[config.mk]
export PLATFORM = sky130hd
export DESIGN_NAME = brg_baud_gen
export DESIGN_NICKNAME = d
export VERILOG_FILES = /design/src/rtl/brg_pkg.sv /design/src/rtl/brg_reload_timer.sv /design/src/rtl/brg_fixed_div.sv /design/src/rtl/brg_os_prescaler.sv /design/src/rtl/brg_baud_gen.sv
export SDC_FILE = /design/constraint.sdc
export NUM_CORES = 1
export LEC_CHECK = 0
export ABC_CLOCK_PERIOD_IN_PS = 2350
export BUFFER_PORTS_ARGS = -buffer_cell sky130_fd_sc_hd__buf_2
export CORE_AREA = 5 5 86 88
export CTS_BUF_LIST = sky130_fd_sc_hd__clkbuf_4 sky130_fd_sc_hd__clkbuf_8
export CTS_CLUSTER_SIZE = 28
export DETAILED_ROUTE_END_ITERATION = 10
export DIE_AREA = 0 0 91 93
export HOLD_SLACK_MARGIN = 0.12
export PLACE_DENSITY = 0.89
export SLEW_MARGIN = 20
export SYNTH_ARGS = -nofsm -noshare
export SYNTH_HDL_FRONTEND = slang
export SYNTH_SLANG_ARGS = --single-unit
[constraint.sdc]
create_clock -name clk -period 2.35 [get_ports clk]
set_clock_uncertainty 0.05 [all_clocks]
set_input_delay 0.235 -clock clk [delete_from_list [all_inputs] [get_ports clk]]
set_output_delay 0.235 -clock clk [all_outputs]
set_load 0.02 [all_outputs]
[src/rtl/brg_pkg.sv]
package brg_pkg;
  // Oversampling ratio between the sampling tick and the bit tick.
  localparam int unsigned OS_RATIO    = 16;
  // Fixed-mode bit-rate divisors of the system clock.
  localparam int unsigned FIX_DIV_STD = 64;
  localparam int unsigned FIX_DIV_DBL = 32;
  // Derived oversampling periods in system clocks.
  localparam int unsigned FIX_OS_STD  = FIX_DIV_STD / OS_RATIO;
  localparam int unsigned FIX_OS_DBL  = FIX_DIV_DBL / OS_RATIO;
endpackage

[src/rtl/brg_reload_timer.sv]
module brg_reload_timer #(
  parameter int unsigned W = 8
) (
  input  logic         clk,
  input  logic         rst_n,
  input  logic         en,
  input  logic [W-1:0] reload,
  output logic         ovf
);
  localparam logic [W-1:0] TOP = {W{1'b1}};

  logic [W-1:0] cnt;

  always_ff @(posedge clk or negedge rst_n) begin
    if (!rst_n) begin
      cnt <= '0;
      ovf <= 1'b0;
    end else if (en) begin
      if (cnt == TOP) begin
        cnt <= reload;
        ovf <= 1'b1;
      end else begin
        cnt <= cnt + 1'b1;
        ovf <= 1'b0;
      end
    end else begin
      ovf <= 1'b0;
    end
  end

  // a timer without its enable keeps its count
  assert_hold_no_en_R4: assert property (@(posedge clk) disable iff (!rst_n)
    !$past(en) |-> $stable(cnt));

  // an overflow leaves the counter at the reload value sampled on that edge
  assert_reload_on_ovf_R7: assert property (@(posedge clk) disable iff (!rst_n)
    ovf |-> cnt == $past(reload));
endmodule

[src/rtl/brg_fixed_div.sv]
module brg_fixed_div
  import brg_pkg::*;
(
  input  logic clk,
  input  logic rst_n,
  input  logic dbl,
  output logic tick
);
  localparam int unsigned CW = (FIX_OS_STD > 1) ? $clog2(FIX_OS_STD) : 1;
  localparam logic [CW-1:0] LIM_STD = CW'(FIX_OS_STD - 1);
  localparam logic [CW-1:0] LIM_DBL = CW'(FIX_OS_DBL - 1);

  logic [CW-1:0] cnt;
  logic [CW-1:0] lim;

  assign lim = dbl ? LIM_DBL : LIM_STD;

  always_ff @(posedge clk or negedge rst_n) begin
    if (!rst_n) begin
      cnt  <= '0;
      tick <= 1'b0;
    end else if (cnt >= lim) begin
      cnt  <= '0;
      tick <= 1'b1;
    end else begin
      cnt  <= cnt + 1'b1;
      tick <= 1'b0;
    end
  end

  // the fixed divider never pulses on two adjacent cycles
  assert_fixed_gap_R9: assert property (@(posedge clk) disable iff (!rst_n)
    tick |=> !tick);
endmodule

[src/rtl/brg_os_prescaler.sv]
module brg_os_prescaler
  import brg_pkg::*;
(
  input  logic clk,
  input  logic rst_n,
  input  logic os_tick,
  output logic bit_tick
);
  localparam int unsigned PW = $clog2(OS_RATIO);
  localparam logic [PW-1:0] LAST = PW'(OS_RATIO - 1);

  logic [PW-1:0] pre;

  always_ff @(posedge clk or negedge rst_n) begin
    if (!rst_n)       pre <= '0;
    else if (os_tick) pre <= (pre == LAST) ? '0 : pre + 1'b1;
  end

  assign bit_tick = os_tick && (pre == LAST);

  // the prescaler steps once per oversampling tick and wraps after OS_RATIO steps
  assert_pre_step_R6: assert property (@(posedge clk) disable iff (!rst_n)
    os_tick |=> pre == ((($past(pre)) == LAST) ? '0 : PW'($past(pre) + 1'b1)));
  assert_pre_hold_R6: assert property (@(posedge clk) disable iff (!rst_n)
    !os_tick |=> $stable(pre));
endmodule

[src/rtl/brg_baud_gen.sv]
module brg_baud_gen #(
  parameter int unsigned NUM_T16 = 3,
  parameter int unsigned W8      = 8,
  parameter int unsigned W16     = 16
) (
  input  logic                     clk,
  input  logic                     rst_n,
  input  logic                     tmr_clk_en,
  input  logic                     fixed_mode,
  input  logic                     rate_dbl,
  input  logic [$clog2(NUM_T16+1)-1:0] src_sel,
  input  logic [W8-1:0]            reload8,
  input  logic [NUM_T16*W16-1:0]   reload16,
  output logic                     os_tick,
  output logic                     bit_tick
);
  localparam int unsigned SEL_W = $clog2(NUM_T16 + 1);

  logic               ovf8;
  logic [NUM_T16-1:0] ovf16;
  logic               fix_tick;
  logic               var_tick;

  brg_reload_timer #(.W(W8)) u_t8 (
    .clk    (clk),
    .rst_n  (rst_n),
    .en     (tmr_clk_en),
    .reload (reload8),
    .ovf    (ovf8)
  );

  for (genvar g = 0; g < NUM_T16; g++) begin : g_t16
    brg_reload_timer #(.W(W16)) u_t16 (
      .clk    (clk),
      .rst_n  (rst_n),
      .en     (tmr_clk_en),
      .reload (reload16[g*W16 +: W16]),
      .ovf    (ovf16[g])
    );
  end

  brg_fixed_div u_fix (
    .clk   (clk),
    .rst_n (rst_n),
    .dbl   (rate_dbl),
    .tick  (fix_tick)
  );

  always_comb begin
    var_tick = ovf8;
    for (int k = 0; k < NUM_T16; k++) begin
      if (src_sel == SEL_W'(k + 1)) var_tick = ovf16[k];
    end
  end

  assign os_tick = fixed_mode ? fix_tick : var_tick;

  brg_os_prescaler u_pre (
    .clk      (clk),
    .rst_n    (rst_n),
    .os_tick  (os_tick),
    .bit_tick (bit_tick)
  );

  // bit ticks are isolated single-cycle pulses
  assert_bit_single_R9: assert property (@(posedge clk) disable iff (!rst_n)
    bit_tick |=> !bit_tick);

  // outputs quiet during reset
  always_comb begin
    if (!rst_n) assert_reset_quiet_R1: assert (!bit_tick);
  end
endmodule

### After elaboration in Yosys (flattened, before gate mapping)

Index checks and enable logic that the tools add are counted.

| storage, ports and cells | value |
|---|---|
| word-level logic and storage cells | 47 |
| register bits | 67 |
| output and inout bits | 2 |

| operators by class | value |
|---|---|
| order comparisons | 1 |
| equality and inequality tests | 8 |
| muxes and demuxes | 20 |
| reduce and logical (&&, ||, !) cells | 1 |
| add/sub/neg operators | 6 |

Operators with widths:

| kind | count |
|---|---|
| adder 16 x 1 -> 16 bit, second input constant | 3 |
| equality test 16 bit, second input constant | 3 |
| two-way mux 16 bit | 3 |
| two-way mux 1 bit | 13 |
| adder 8 x 1 -> 8 bit, second input constant | 1 |
| equality test 8 bit, second input constant | 1 |
| two-way mux 8 bit | 1 |
| adder 4 x 1 -> 4 bit, second input constant | 1 |
| equality test 2 bit, second input constant | 2 |
| equality test 4 bit, second input constant | 1 |
| two-way mux 2 bit | 2 |
| two-way mux 4 bit | 1 |
| adder 2 x 1 -> 2 bit, second input constant | 1 |
| equality test 2 x 1 -> 1 bit, second input constant | 1 |
| >= comparator 2 bit | 1 |
| logical AND 1 bit | 1 |

### Logic depth before layout (Yosys ltp)

Gate-level depths: netlist of the first run.

| logic depth | value |
|---|---|
| depth in word-level cells | 6 |
| gate-level depth with buffers | 8 |
| gate-level depth less buffers | 6 |

### By module

Synthesis of the first run repeated with hierarchy kept, for this count alone.

| unflattened totals | value |
|---|---|
| cell total of the unflattened synthesis | 429 |
| area total of the unflattened synthesis | 4061.4 µm² |

By module, submodules not included:

| module | seq. area each (µm²) | cells an instance | area each (µm²) | times used |
|---|---|---|---|---|
| brg_reload_timer (g_t16[0].u_t16 ...) | 425.4 | 115 | 1062.3 | 3 |
| brg_reload_timer (u_t8) | 225.2 | 54 | 515.5 | 1 |
| brg_os_prescaler | 100.1 | 16 | 193.9 | 1 |
| brg_fixed_div | 75.1 | 8 | 122.6 | 1 |
| brg_baud_gen | 0.0 | 6 | 42.5 | 1 |

### Worst setup path before layout of the first run

OpenSTA, ideal clock, no wires.

| timing | value |
|---|---|
| kind | register -> register |
| start point | reg g_t16[0].u_t16.cnt[0] |
| end point | reg g_t16[0].u_t16.cnt[12] |
| stages on the path, launching flop included | 9 |
| data required time | 2.173 ns |
| path buffers | 2 |
| arrival time | 1.571 ns |
| slack | 0.601 ns |
| period minus slack after synthesis | 1.749 ns |
| path through | dfrtp_1 -> ha_1 -> buf_4 -> nand2_1 -> nor3_2 -> and2_0 -> buf_2 -> nand3_1 -> mux2_1 |

| between the ends | value |
|---|---|
| cells in the longest elaborated chain, start to end | 2 |

Ends and longest elaborated chain:

| what | RTL line | RTL |
|---|---|---|
| from (decl) | brg_reload_timer.sv:12 | `logic [W-1:0] cnt;` |
| from (signal assigned) | brg_reload_timer.sv:20 | `cnt <= reload;` |
| from (signal assigned) | brg_reload_timer.sv:23 | `cnt <= cnt + 1'b1;` |
| adder 16 x 1 -> 16 bit or equality test 16 bit (tied branches) | brg_reload_timer.sv:23, brg_reload_timer.sv:19 |  |
| two-way mux 16 bit * | brg_reload_timer.sv:19 | `if (cnt == TOP) begin` |

Mark *: on every way between the ends. The rest lies on a longest branch, timed or not.
A chain may end at the register's enable or synchronous reset.

### Final worst setup path of the first run

| timing | value |
|---|---|
| start point | reg g_t16[1].u_t16.ovf |
| end point | out bit_tick |

| between the ends | value |
|---|---|
| cells in the longest elaborated chain, start to end | 4 |

Ends and longest elaborated chain:

| what | RTL line | RTL |
|---|---|---|
| from (decl) | brg_reload_timer.sv:8 | `output logic ovf` |
| from (signal assigned) | brg_reload_timer.sv:17 | `ovf <= 1'b0;` |
| from (signal assigned) | brg_reload_timer.sv:21 | `ovf <= 1'b1;` |
| from (signal assigned) | brg_reload_timer.sv:24 | `ovf <= 1'b0;` |
| two-way mux 1 bit (2 in series) | brg_baud_gen.sv:52 | `if (src_sel == SEL_W'(k + 1)) var_tick = ovf16[k];` |
| two-way mux 1 bit | brg_baud_gen.sv:56 | `assign os_tick = fixed_mode ? fix_tick : var_tick;` |
| logical AND 1 bit | brg_os_prescaler.sv:19 | `assign bit_tick = os_tick && (pre == LAST);` |
| to (decl) | brg_baud_gen.sv:15 | `output logic bit_tick` |

Every way passes these cells.

==> results of run 1 <==
## final cells by class
| cell class | instances | area (um2) |
|---|---|---|
| Fill cell | 496 | 2049 |
| Multi-Input combinational cell | 302 | 1877 |
| Sequential cell | 67 | 1677 |
| Timing Repair Buffer | 87 | 553.0 |
| Clock buffer | 11 | 145.1 |
| Clock inverter | 5 | 100.1 |
| Tap cell | 80 | 100.1 |
| Inverter | 18 | 67.56 |
## per-layer routing
layer  track usage (%)  vias up
li1                  -     1672
met5                 0        -
met1             28.13     1656
met2             37.50      119
met3             4.023       11
met4             9.046        0
## kinds of logic (layout without fill, tap and decap cells)
group / Yosys count / count (layout) / share of synthesized area [%]
flops: 67 / 67 / 45.53
mux: 17 / 17 / 5.199
buf+inv: 30 / 121 / 3.500
xor+xnor: 2 / 2 / 0.4758
compound gates: 110 / 110 / 19.20
fa+ha+maj: 6 / 6 / 2.039
simple gates: 167 / 167 / 24.06
## cells in the final DEF (no fill, tap or decap), types with 4 or more instances in the layout
cell type / netlist / routed
a21boi_0: 5 / 5
a21oi_1: 33 / 33
a22o_1: 4 / 4
a31oi_1: 16 / 16
a41oi_1: 7 / 7
and3_1: 12 / 12
buf_2: 4 / 64
clkbuf_8: 0 / 10
dfrtp_1: 67 / 67
dlygate4sd3_1: 0 / 19
ha_1: 6 / 6
inv_1: 18 / 18
mux2_2: 5 / 5
mux2i_1: 9 / 9
nand2_1: 35 / 35
nand3_1: 30 / 30
nand4_1: 17 / 17
nor2_1: 41 / 41
nor3_1: 10 / 10
o21ai_0: 15 / 15
o22ai_1: 6 / 6
## flip-flops by register name, indices dropped and copies added (netlist names)
| signal | flops |
|---|---|
| g_t16.u_t16.ovf | 3 |
| g_t16.u_t16.cnt | 48 |
| u_t8.cnt | 8 |
| u_fix.tick | 1 |
| u_t8.ovf | 1 |
| u_pre.pre | 4 |
| u_fix.cnt | 2 |
## what timing repair did
item | 4_1_cts | 5_1_grt
endpoints found under the hold margin | 49 | 1
hold buffers | 18 | 1
gates resized for setup | 0 | 0
## worst max path at each step
stage / slack, ps / cells past startpoint / endpoint / start
5_1_grt: 120 / 4 / bit_tick / g_t16[1].u_t16.ovf
2_1_floorplan: 600 / 8 / g_t16[0].u_t16.cnt[12] / g_t16[0].u_t16.cnt[0]
3_5_place_dp: 320 / 5 / g_t16[0].u_t16.cnt[5] / g_t16[0].u_t16.cnt[0]
4_1_cts: 170 / 4 / bit_tick / g_t16[1].u_t16.ovf
3_3_place_gp: 430 / 6 / g_t16[0].u_t16.cnt[12] / g_t16[0].u_t16.cnt[0]
6_report: 190 / 4 / bit_tick / g_t16[1].u_t16.ovf
## power groups by stage
stage	sequential [mW]	clock [mW]	combinational [mW]
2_1_floorplan	1.70	0	0.561
3_3_place_gp	1.75	0	0.704
3_5_place_dp	1.78	0	0.748
4_1_cts	1.77	1.20	0.775
5_1_grt	1.82	1.26	0.892
6_report	1.77	1.17	0.774
## stage by stage
stage	setup slack [ps]	std cells	cell area [um2]	hold slack [ps]	util, %
floorplan	601.3	399	3682	-110.6	-
global placement	426.2	535	4084	297.9	62.17
detailed placement	316.6	535	4084	308.7	62.17
CTS	173.6	569	4509	122.4	68.65
global route	121.7	570	4519	127.1	68.80
finish	188.8	570	4519	140.5	68.80
## tightest hold or removal path, cell delays in order
cell and delay, ps:
buf_2 90, nand3_1 70, o211ai_1 90
==> flow_metrics.env, run 1 <==
export IMPL_status="complete, no violations"
export IMPL_hold_path_class="input pin to flop"
export IMPL_critical_path_slowest_cell="mux4_2"
export IMPL_clock_path_buffers=2
export IMPL_ys_types=54
export IMPL_ios=65
export IMPL_yosys_warnings=0
export IMPL_grt_pass1_vias=3378
export IMPL_regToRegSetupSlack_ps=260
export IMPL_met3_length_um=443
export IMPL_cp_num_buf_inv=1
export IMPL_grtUsageTotal_pct=22.20
export IMPL_rows=30
export IMPL_ant_nets=0
export IMPL_synth_top_flop_cell="dfrtp_1"
export IMPL_clock_power_share_pct=31.5
export IMPL_grt_setup_unrepaired="no"
export IMPL_ir_drop_uv=486.8
export IMPL_synth_edf_count=0
export IMPL_p_per_area_nw_per_um2=823.3
export IMPL_fin_nets=554
export IMPL_syn_nets=468
export IMPL_timing_fmax_ghz=0.4627
export IMPL_viasPerCell=6.067
export IMPL_syn_avg_cell_area_um2=9.229
export IMPL_finalSetupTns_ps=0
export IMPL_hold_path_startpoint="reload16[19]"
export IMPL_areaGrowthSynthToFinish_pct=22.73
export IMPL_r2r_end="g_t16[0].u_t16.cnt[5]"
export IMPL_leakagePower_nw=2.038
export IMPL_power_mw=3.721
export IMPL_initial_core_util_pct=56.06
export IMPL_post_route_period_util_pct=91.96
export IMPL_clkLatencyLatePin_ps=340
export IMPL_met2_length_um=4481
export IMPL_wl_per_cell_um=15.73
export IMPL_syn_inst=399
export IMPL_drc_errors=0
export IMPL_yosysMostFrequentCell="dfrtp_1"
export IMPL_grt_max_degree=36
export IMPL_cp_end_kind="output port"
export IMPL_p_seq_share_pct=47.7
export IMPL_hpwl_um=6421
export IMPL_synth_seq_cells=67
export IMPL_synth_seq_area_share_pct=45.53
export IMPL_place_gp_congestion=0.9176
export IMPL_synthTopCellsByArea="dfrtp_1, a21oi_1, nor2_1"
export IMPL_setup_viol=0
export IMPL_cts_sinks=67
export IMPL_antenna_found_initial=0
export IMPL_drt_iter0_markers=168
export IMPL_syn_area_um2=3682
export IMPL_drive_gt1_share_pct=21.22
export IMPL_diodes=0
export IMPL_critPathMaxFanout=7
export IMPL_power_internal_mw=2.548
export IMPL_synth_top_area_share_pct=45.53
export IMPL_cp_required_ps=2070
export IMPL_crit_family="multiplexers"
export IMPL_async_flop_share_pct=100.0
export IMPL_worstSetupStartpointType="flop"
export IMPL_crit_chain="mux4_2 -> mux2_2 -> and4_1 -> buf_2"
export IMPL_port_buffers=64
export IMPL_finalMaxSlewViolations=0
export IMPL_htreeDepth=3
export IMPL_min_to="g_t16[1].u_t16.cnt[3]"
export IMPL_clkTransAtPathRegs_ps=70
export IMPL_crit_type="flop to output port"
export IMPL_fp_coreArea_um2=6569
export IMPL_yosys_top_cells_count="dfrtp_1, nor2_1, nand2_1"
export IMPL_maxSlewHeadroom_pct=48.81
export IMPL_grt_ovfl_total=0
export IMPL_num_vias=3458
export IMPL_dieHeight_um=93
export IMPL_pwr_share_comb_pct=20.8
export IMPL_cp_arrival_ps=1880
export IMPL_dieArea_um2=8463
export IMPL_period_minus_slack_ps=2161
export IMPL_routed_top_layer="met4"
export IMPL_yosysTopAreaCell="dfrtp_1"
export IMPL_worstRegToRegCells=5
export IMPL_drv_cap=0
export IMPL_drtPass1Iterations=5
export IMPL_tightest_slew_ps=767.8
export IMPL_swShare_pct=31.52
export IMPL_r2r_start="g_t16[0].u_t16.cnt[0]"
export IMPL_slowest_delay_ps=460
export IMPL_totalWireLength_um=8967
export IMPL_hold_depth=3
export IMPL_grt_pass1_wl_um=15410
export IMPL_cts_root_buf="clkbuf_8"
export IMPL_power_switching_mw=1.173
export IMPL_drt_met1_wl_um=3905
export IMPL_finalHoldViolCount=0
export IMPL_die_w_um=91
export IMPL_cts_setup_buffers=0
export IMPL_cts_tree="built"
export IMPL_cts_made_buffers=9
Power figures use the tool's default switching activity.
==> run 2, diff against run 1 <==
--- a/config.mk
+++ b/config.mk
@@ -7,14 +7,15 @@
 export LEC_CHECK = 0
 export ABC_CLOCK_PERIOD_IN_PS = 2350
 export BUFFER_PORTS_ARGS = -buffer_cell sky130_fd_sc_hd__buf_2
-export CORE_AREA = 5 5 86 88
+export CORE_AREA = 5 5 89 91
 export CTS_BUF_LIST = sky130_fd_sc_hd__clkbuf_4 sky130_fd_sc_hd__clkbuf_8
 export CTS_CLUSTER_SIZE = 28
 export DETAILED_ROUTE_END_ITERATION = 10
-export DIE_AREA = 0 0 91 93
+export DIE_AREA = 0 0 94 96
 export HOLD_SLACK_MARGIN = 0.12
-export PLACE_DENSITY = 0.89
+export PLACE_DENSITY = 0.9
 export SLEW_MARGIN = 20
 export SYNTH_ARGS = -nofsm -noshare
 export SYNTH_HDL_FRONTEND = slang
+export SYNTH_HIERARCHICAL = 1
 export SYNTH_SLANG_ARGS = --single-unit
==> run 2 against run 1 <==
Non-clock buffer count increased by 1. Combinational power is 4.7% lower. Cell area up 4.5%. Core utilization decreased by 1.9 points. First-iteration DRC count is 70% higher. Fmax increased by 6.1%. Global-route usage increased by 0.11 points. Synthesized cell count rose by 7.5%. Wire length increased by 9.3%. Sequential cell count stayed put. Sequential share of layout area is 1.6 points lower. Highest routed layer unchanged.
==> flow_metrics.env, run 2 <==
export IMPL_crit_chain="nor2b_1 -> a2111oi_1 -> a311oi_1 -> buf_4 -> and4_1 -> buf_2"
export IMPL_cts_root_buf="clkbuf_8"
export IMPL_grt_pass1_wl_um=16050
export IMPL_yosys_warnings=6
export IMPL_worstSetupStartpointType="flop"
export IMPL_cp_required_ps=2070
export IMPL_fp_coreArea_um2=7059
export IMPL_p_per_area_nw_per_um2=718.4
export IMPL_clock_path_buffers=2
export IMPL_post_dp_cell_area_um2=4362
export IMPL_dieArea_um2=9024
export IMPL_timing_hold_ws_ps=127.0
export IMPL_grt_pass1_vias=3558
export IMPL_place_ws_ps=507.2
export IMPL_drc_errors=0
export IMPL_grt_setup_unrepaired="no"
export IMPL_top_register="g_t16.u_t16/cnt"
export IMPL_drt_iter0_markers=285
export IMPL_yosys_top_cells_count="dfrtp_1, nand3_1, a21oi_1"
export IMPL_critPathMaxFanout=8
export IMPL_diodes=0
export IMPL_drv_cap=0
export IMPL_ir_drop_uv=334.8
export IMPL_ys_types=54
export IMPL_final_core_util_pct=66.93
export IMPL_synth_seq_cells=67
export IMPL_crit_type="flop to output port"
export IMPL_wl_per_cell_um=16.23
export IMPL_ios=65
export IMPL_clkTransAtPathRegs_ps=70
export IMPL_synth_top_flop_cell="dfrtp_1"
export IMPL_finalSetupTns_ps=0
export IMPL_grtUsageTotal_pct=22.31
export IMPL_regToRegSetupSlack_ps=470
export IMPL_fin_nets=570
export IMPL_cts_made_buffers=9
export IMPL_layout_common_cells="dfrtp_1, buf_2, nand3_1"
export IMPL_synth_edf_count=0
export IMPL_cts_sinks=67
export IMPL_maxSlewHeadroom_pct=52.17
export IMPL_tightest_slew_ps=711.9
export IMPL_synth_top_area_share_pct=41.28
export IMPL_syn_nets=498
export IMPL_fin_ws_ps=312.9
export IMPL_totalWireLength_um=9804
export IMPL_timing_fmax_ghz=0.4909
export IMPL_finalHoldViolCount=0
export IMPL_hpwl_um=7065
export IMPL_cp_end_kind="output port"
export IMPL_htreeDepth=3
export IMPL_yosysMostFrequentCell="dfrtp_1"
export IMPL_syn_avg_cell_area_um2=9.467
export IMPL_synthTopCellsByArea="dfrtp_1, nand3_1, a31oi_1"
export IMPL_post_route_period_util_pct=86.68
export IMPL_final_common_cell="dfrtp_1"
export IMPL_die_w_um=94
export IMPL_cts_setup_buffers=0
export IMPL_num_vias=3828
export IMPL_port_buffers=64
export IMPL_hold_path_class="input pin to flop"
export IMPL_critical_path_slowest_cell="dfrtp_1"
export IMPL_cts_tree="built"
export IMPL_reg_top3="g_t16.u_t16/cnt x48, u_t8/cnt x8, u_pre/pre x4"
export IMPL_fin_area_um2=4725
export IMPL_cp_arrival_ps=1750
export IMPL_grt_ovfl_total=0
export IMPL_initial_core_util_pct=57.53
export IMPL_finalMaxSlewViolations=0
export IMPL_largest_reg_flops=48
export IMPL_areaGrowthSynthToFinish_pct=16.33
export IMPL_viasPerCell=6.338
export IMPL_dp_cells=571
export IMPL_clkLatencyLatePin_ps=330
export IMPL_synth_seq_area_share_pct=41.28
export IMPL_antenna_found_initial=0
export IMPL_async_flop_share_pct=100.0
export IMPL_status="complete, no violations"
export IMPL_power_mw=3.394
export IMPL_drive_gt1_share_pct=23.76
export IMPL_slowest_delay_ps=370
export IMPL_dieHeight_um=96
export IMPL_grt_max_degree=46
export IMPL_setup_viol=0
export IMPL_finalNonFillerCells=604
export IMPL_place_gp_congestion=0.8883
export IMPL_yosysTopAreaCell="dfrtp_1"
export IMPL_drtPass1Iterations=4
export IMPL_ant_nets=0
export IMPL_fillCellCount=575
export IMPL_rows=31
export IMPL_hold_buffers=17
export IMPL_post_cts_resized=0
export IMPL_leakagePower_nw=2.011
export IMPL_syn_area_um2=4061
export IMPL_period_minus_slack_ps=2037
export IMPL_syn_inst=429
-- run 2: final cells by class --
class | instances | area (um2) | share of cell area [%]
Inverter | 16 | 60.06 | 1.271
Clock inverter | 2 | 10.01 | 0.2119
Multi-Input combinational cell | 319 | 2123 | 44.94
Timing Repair Buffer | 88 | 558.0 | 11.81
Sequential cell | 67 | 1677 | 35.49
Tap cell | 99 | 123.9 | 2.622
Clock buffer | 13 | 172.7 | 3.655
-- run 2: worst max-delay path, delay by kind of cell (launching register included) --
family | cells | cell delay, ps
compound gates | 2 | 410
simple gates | 2 | 320
flops | 1 | 370
buf+inv | 2 | 320
-- run 2: metal layers --
layer / vias up / GRT usage [%] / part of all wire (%)
met1: 1809 / 29.67 / 43
met2: 178 / 36.25 / 48
met3: 20 / 3.987 / 7.0
li1: 1821 / - / -
met4: 0 / 9.025 / 1.9
met5: - / 0 / 0
-- run 2: worst paths after layout --
kind                                       start                     to  cells after the start
min in group asynchronous                  rst_n  g_t16[0].u_t16/cnt[8]                      2
hold / removal                       reload16[7]  g_t16[0].u_t16/cnt[7]                      3
max in group asynchronous                  rst_n               u_t8/ovf                      3
hold reg to reg                     u_fix/cnt[0]           u_fix/cnt[0]                      1
setup / recovery                        u_t8/ovf               bit_tick                      6
setup reg to reg           g_t16[1].u_t16/cnt[0]  g_t16[1].u_t16/cnt[5]                      5
-- run 2: cell families (layout without fill, tap and decap cells) --
logic type	count (synthesis)	in the layout	share of synthesized area [%]
AO/OA/AOI/OAI	115	115	20.42
buffers and inverters	43	119	6.439
multiplexers	15	15	3.758
AND/OR/NAND/NOR	182	182	26.03
flip-flops	67	67	41.28
XOR/XNOR	1	1	0.2157
adder cells (fa/ha/maj)	6	6	1.848
-- run 2: report_power, final --
part | internal (mW) | switching (mW) | total [mW]
combinational | 0.367 | 0.371 | 0.738
clock | 0.473 | 0.412 | 0.885
sequential | 1.41 | 0.362 | 1.77
